`config.mk`:
```
export PLATFORM = sky130hd
export DESIGN_NAME = mfc_fault_select
export DESIGN_NICKNAME = d
export VERILOG_FILES = /design/src/rtl/mfc_pkg.sv /design/src/rtl/mfc_fault_select.sv
export SDC_FILE = /design/constraint.sdc
export NUM_CORES = 1
export LEC_CHECK = 0
export BUFFER_PORTS_ARGS = -buffer_cell sky130_fd_sc_hd__buf_4
export CAP_MARGIN = 20
export CORE_AREA = 2 2 39 41
export DETAILED_ROUTE_END_ITERATION = 10
export DIE_AREA = 0 0 41 43
export PLACE_DENSITY = 0.65
export SYNTH_ARGS = -nofsm -noshare
export SYNTH_HDL_FRONTEND = slang
export SYNTH_SLANG_ARGS = --single-unit
```
`constraint.sdc`:
```
create_clock -name vclk -period 1.4
set_input_delay 0.28 -clock vclk [all_inputs]
set_output_delay 0.28 -clock vclk [all_outputs]
set_load 0.05 [all_outputs]
```
`src/rtl/mfc_pkg.sv`:
```
// Package: shared constants for the memory access fault checker.
// Assumes the status word is at least 12 bits wide.
package mfc_pkg;
    localparam int CAUSE_W  = 5;
    localparam int RD_LSB   = 5;
    localparam int WR_BIT   = 10;
    localparam int WORD_BIT = 11;

    localparam logic [CAUSE_W-1:0] CAUSE_UNALIGN = 5'd1;
    localparam logic [CAUSE_W-1:0] CAUSE_IBUS    = 5'd2;
    localparam logic [CAUSE_W-1:0] CAUSE_DBUS    = 5'd3;
    localparam logic [CAUSE_W-1:0] CAUSE_STACK   = 5'd7;
endpackage

```
`src/rtl/mfc_fault_select.sv`:
```
// Module: priority selector and status packer. Takes the already gated
// request of each source and builds the status word of the winner.
// Priority: bus error, then misalignment, then stack protection.
module mfc_fault_select
    import mfc_pkg::*;
#(
    parameter int STAT_W = 32,
    parameter int REG_W  = 5
) (
    input  logic              bus_raise,
    input  logic              bus_fetch,
    input  logic              mis_raise,
    input  logic              mis_word,
    input  logic              mis_write,
    input  logic [REG_W-1:0]  mis_rd,
    input  logic              stk_raise,
    output logic              req,
    output logic [STAT_W-1:0] status
);
    // pick the winning source and pack its status word
    always_comb begin
        req    = bus_raise | mis_raise | stk_raise;
        status = '0;
        if (bus_raise) begin
            status[CAUSE_W-1:0] = bus_fetch ? CAUSE_IBUS : CAUSE_DBUS;
        end else if (mis_raise) begin
            status[CAUSE_W-1:0]           = CAUSE_UNALIGN;
            status[RD_LSB +: REG_W]       = mis_rd;
            status[WR_BIT]                = mis_write;
            status[WORD_BIT]              = mis_word;
        end else if (stk_raise) begin
            status[CAUSE_W-1:0] = CAUSE_STACK;
        end
    end
endmodule

```
==> results.md, run 1 <==
Worst setup path:
- The total buffers and inverters traversed by the critical path is 2.
- The cell repeated most along the worst path is sky130_fd_sc_hd__buf_4.
- On the worst path, the slowest cell contributes a delay of 0.37 ns.
- The critical path starts at stk_raise.
- The critical path goes through buf_4 > or3_4 > a21boi_1 > buf_4.
- The worst setup path is captured at an output pin.
- The critical path's slowest cell is sky130_fd_sc_hd__or3_4.
- At the worst endpoint, the required time is 1.12 ns.
- The worst setup path is of the in -> out kind.
- At the worst endpoint, the arrival time is 1.09 ns.
- The peak fanout along the critical path is 3.
- STA classifies the critical path startpoint as an input port.
- The family with the most delay on the worst path is simple AND/OR/NAND/NOR gates.

Pwr:
- The worst voltage drop across the vdd grid is 145 µV.
- The static leakage is 0.225 nW.
- The power density over the cells is 672 nW/µm².
- Summing internal, switching and leakage power gives 244 µW.

Clocking:
- Post-CTS timing repair inserted 0 buffers for setup.
- The post-cts gate resize count is 0.
- Hold repair after CTS inserted 0 buffers.

Place:
- The post-place instance area is 363 µm².
- Summed over all nets, the half-perimeter wirelength after detailed placement is 456 µm.
- The weighted congestion reported at the end of routability-driven placement is 0.509.
- The cell total after placement is 73.
- Input and output buffers added on the ports amount to 22.

Timing:
- The time the worst path needs with I/O delays and setup is 1.37 ns.
- In the finished design, the share of the clock period the worst path needs comes to 0.977.
- Setup repair after global routing left no endpoint under its margin.
- The final count of pins violating max slew came to 0.
- The number of hold violations in the final report was 0.
- The total of endpoints with negative setup slack in the final report is 0.
- The maximum clock frequency is 0.731 GHz.

Status:
- The run finished with clean final reports.

Logic synthesis:
- The sequential element share of the synthesized area is 0.
- The average instance in the mapped netlist occupies 7.19 µm².
- Synthesis produced a netlist whose cell count is 36.
- The post-synth design cell area is 259 µm².
- The netlist uses 9 different library cells.
- During synthesis, Yosys emitted a total of 0 warnings.

Die:
- The total number of placement rows is 14.
- The total core area is 1380 µm².
- The chip height is 43 µm.
- The count of boundary I/O pins is 44.
- For this configuration, the core starts out at a cell density of 0.187.
- The chip width is 41 µm.
- The full die area is 1760 µm².

Cells and area:
- With fillers left out, the area of the finished cells amounts to 363 µm².
- The ratio of cells with drive above 1 in the final layout is 0.439.
- The number of antenna diodes in the final layout is 0.
- Leaving out fill and tap cells, the most frequent cells in the layout are 22 x sky130_fd_sc_hd__conb_1, 22 x sky130_fd_sc_hd__buf_4, 7 x sky130_fd_sc_hd__and2_1.
- Registers take 0 µm².
- In the finished design the tool counted flip-flops and latches totalling 0.
- The final layout contains 70 nets.
- The filler-free cell count of the finished design is 73.
- The clock buffer count is 0.
- From synthesis to final layout, the design area changed by 40.1%.

Global route:
- In the global route stage, overall resource usage came out at 0.0420.
- The initial antenna violation count is 0.
- The via count of the first global-routing pass was 150.
- The first global-routing pass estimated 572 µm of wire.
- The maximum number of pins on one net before global-route repair is 8.
- Global routing finished with a remaining overflow of 0.

Min path:
- The class of the tightest hold or removal check is in -> out.
- The startpoint identified for the worst hold timing path is bus_fetch.

Route:
- The wire length per cell is 6.64 µm.
- The total number of vias is 223.
- The final layout contains routed wiring with a total length of 485 µm.
- After the first detailed-routing iteration, the DRC count stood at 0.
- The number of vias per cell after detailed routing is 3.05.
- In the routed design, unresolved DRC markers number 0.
- Once detail routing completed, the nets flagged for antenna violations numbered 0.
- For this run, the detailed router's first-pass iteration total came to 1.

Run:
- Across the run, the number of max-cap violations was 0.
[cell usage after synthesis]
cell                       number  share of area
sky130_fd_sc_hd__nor3b_1        1          0.029
sky130_fd_sc_hd__conb_1         1          0.014
sky130_fd_sc_hd__and2b_1        1          0.029
sky130_fd_sc_hd__inv_1          1          0.014
sky130_fd_sc_hd__or3_4          1          0.043
sky130_fd_sc_hd__buf_4         22           0.64
sky130_fd_sc_hd__and2_1         7           0.17
sky130_fd_sc_hd__a21boi_0       1          0.029
sky130_fd_sc_hd__a21o_2         1          0.034
[final cells by class]
cell class / instances / area (µm²)
Tap cell: 16 / 20.0
Fill cell: 158 / 1020
Inverter: 1 / 3.75
Multi-Input combinational cell: 34 / 174
Timing Repair Buffer: 22 / 165
[final timing paths]
check	cells after the start	endpoint
max	4	status[0]
min	3	status[0]
[stage by stage]
step           setup slack, ns   util  TNS, ns  hold WS, ns
2_1_floorplan           -0.173      -   -0.173        0.661
3_3_place_gp            0.0327  0.262        0        0.867
3_5_place_dp            0.0329  0.262        0        0.863
4_1_cts                 0.0290  0.262        0        0.866
5_1_grt                0.00720  0.262        0        0.889
6_report                0.0315  0.262        0        0.866
[cells by family (layout without fill, tap and decap cells)]
logic type / Yosys count / count (layout) / synth area share
buffers and inverters: 23 / 23 / 0.652
and+or+nand+nor: 10 / 10 / 0.271
AOI/OAI and AO/OA: 2 / 2 / 0.0628
other: 1 / 22 / 0.0145
[power by group]
| part | total, mW | switching (mW) | internal, mW |
|---|---|---|---|
| Clock | 0 | 0 | 0 |
| Sequential | 0 | 0 | 0 |
| Combinational | 0.244 | 0.197 | 0.0471 |
[layer usage]
metal / track usage / routed length [µm] / vias to the layer above
li1: - / - / 108
met1: 0.0411 / 122 / 91
met2: 0.0844 / 246 / 24
met3: 0.0105 / 116 / 0
met4: 0 / 0 / 0
met5: 0 / 0 / -
No activity file was read; power rests on OpenSTA's default activity.
==> inputs of run 2 (changes only) <==
Clock period 1.4 ns to 1.8 ns, I/O delays scaled along.
==> run 2 against run 1 <==
Compared with the run above:
- die area did not move
- worst setup slack improved by 0.24 ns
- first-iteration DRC count did not move
- utilization did not move
- sequential cell count did not move
- via count rose by 1.3%
- clock-buffer cell count did not move
- total power fell by 22%
- final cell count did not move
- critical path type unchanged
- non-clock buffer count did not move
- critical path depth did not move
- sequential share of layout area did not move
==> results.md, run 2 (synthesis results as in run 1) <==
Status:
- The run finished with clean final reports.

Clocking:
- The post-cts gate resize count is 0 (unchanged).
- The total of hold buffers inserted after clock tree synthesis was 0 (unchanged).
- The post-CTS repair timing setup buffer count is 0 (unchanged).

Cells and area:
- The number of inserted diodes is 0 (unchanged).
- The clock buffer count is 0 (unchanged).
- The number of nets in the final layout was 70 (unchanged).
- The ratio of cells with drive above 1 in the final layout was 0.439 (unchanged).
- The total number of sequential cells came to 0 (unchanged).
- The area added between synthesis and finish is 40.1% (unchanged).
- The multi-input logic area is 174 µm² (unchanged).
- The total of fill cells in the finished design is 166 (+5.1%).
- Leaving out fill and tap cells, the most frequent cells in the layout are 22 x sky130_fd_sc_hd__conb_1, 22 x sky130_fd_sc_hd__buf_4, 7 x sky130_fd_sc_hd__and2_1.
- The area taken by flip-flops and latches is 0 µm² (unchanged).

Timing:
- The total of endpoints with negative setup slack in the final report is 0 (unchanged).
- The accumulated negative setup slack is 0 ns (unchanged).
- Setup repair after global routing left no endpoint under its margin.
- After layout, the minimum clock period comes to 1.53 ns.
- In the finished design, the share of the clock period the worst path needs comes to 0.849.
- Static timing analysis puts the maximum clock frequency at 0.655 GHz.
- The post-route worst setup slack is 0.272 ns (+0.241 ns).
- The number of hold violations in the final report is 0 (unchanged).
- The final count of pins violating max slew is 0 (unchanged).

Global route:
- The met3 routing resource usage after global routing is 0 (-0.0105).
- The aggregate global routing overflow is 0 (unchanged).
- The global-route wire length before repair is 558 µm (-2.4%).
- The global routing usage summed across all routing layers is 0.0410 (-0.000999).
- The layer with the highest usage after global routing is met2.
- The met1 usage in global routing came to 0.0443 (+0.00316).
- The maximum number of pins on one net before global-route repair was 8 (unchanged).
- The via count of the first global-routing pass was 167 (+11%).
- The met2 layer usage reported by global route is 0.0844 (unchanged).
- The initial antenna violation count is 0 (unchanged).

Worst setup path:
- The signal on the critical path passes through buf_4 > or3_4 > a21boi_1 > buf_4.
- The peak fanout along the critical path is 3 (unchanged).
- The required arrival time at the worst endpoint is 1.44 ns (+0.32 ns).
- The family with the most delay on the worst path is simple AND/OR/NAND/NOR gates.
- The largest stage delay on the critical path was 0.37 ns (about the same).
- By instance count, the cell type seen most on the critical path is sky130_fd_sc_hd__buf_4.
- The setup path with the least slack is of type in -> out.
- The worst endpoint data arrival time is 1.17 ns (+0.08 ns).
- The total buffers and inverters traversed by the critical path came to 2 (unchanged).
- STA classifies the critical path startpoint as an input port.
- The critical path endpoint category is an output pin.
- The critical path's slowest cell is sky130_fd_sc_hd__or3_4.

Die:
- The chip height is 43 µm (unchanged).
- The initial core utilization is 0.187 (unchanged).
- The count of boundary I/O pins is 44 (unchanged).
- The full die area is 1760 µm² (unchanged).
- The total core area is 1380 µm² (unchanged).
- The chip width is 41 µm (unchanged).
- The total number of placement rows is 14 (unchanged).

Pwr:
- The switching part of the total came to 0.807 (about the same).
- The combinational fraction of design power is 1.000 (about the same).
- The internal cell power was 36.6 µW (-22%).
- The relative contribution of sequential cells to total power was 0 (unchanged).
- The net switching component of the power was 153 µW (-22%).
- The power density over the cells is 523 nW/µm² (-22%).
- The part of the total power dissipated in the clock network came to 0 (unchanged).
- The worst voltage drop across the vdd grid came to 116 µV (-20%).
- The static leakage is 0.225 nW (unchanged).

Route:
- The number of vias per cell after detailed routing is 3.10 (+1.3%).
- The total wire length after detailed routing came to 476 µm (-1.9%).
- The count of nets left with antenna violations after detail routing is 0 (unchanged).
- The DRC violations left is 0 (unchanged).
- The total number of vias is 226 (+1.3%).
- The violation count after the first detailed-route iteration came to 0 (unchanged).
- The wire length per cell is 6.52 µm (-1.9%).
- The number of iterations in the first detailed-routing pass is 1 (unchanged).

Place:
- The final HPWL from detailed placement is 450 µm (-1.2%).
- The worst-case setup slack after placement is 0.274 ns (+0.241 ns).
- The weighted congestion reported at the end of routability-driven placement is 0.509 (about the same).
- The number of port buffers is 22 (unchanged).

Min path:
- The class of the tightest hold or removal check is in -> out.

Run:
- The count of max-cap constraint violations is 0 (unchanged).
==> run 2: power by group through the flow <==
stage	clock, mW	sequential [mW]	combinational (mW)
4_1_cts	0	0	0.190
3_5_place_dp	0	0	0.190
2_1_floorplan	0	0	0.189
3_3_place_gp	0	0	0.189
6_report	0	0	0.190
5_1_grt	0	0	0.198
==> run 2: path summary, 6_finish.rpt <==
kind,from,endpoint,slack [ns],cells past startpoint
worst min-delay path,bus_fetch,status[0],1.03,3
worst max-delay path,stk_raise,status[0],0.27,4
==> run 2: layout make-up <==
cell class | count | share of cell area
inverter | 1 | 0.0103
multi-input combinational | 34 | 0.479
tap | 16 | 0.0552
timing repair buffer | 22 | 0.455
==> run 2: worst min-delay path, delay by kind of cell <==
kind	cells	cell delay, ns
buffers and inverters	2	0.26
AO/OA/AOI/OAI	1	0.05
==> run 2: metrics by stage <==
step	power (mW)	utilization	std cells	hold WS, ns	cell area, µm²
final	0.190	0.262	73	1.03	363
after global routing	0.198	0.262	73	1.04	363
after CTS	0.190	0.262	73	1.03	363
after detailed placement	0.190	0.262	73	1.02	363
after global placement	0.189	0.262	73	1.02	363
after floorplan	0.189	-	57	0.821	343
==> run 2: metal layers <==
layer	up-vias	share of wire
met3	0	0.23
met4	0	0
li1	108	-
met2	24	0.53
met1	94	0.24
met5	-	0
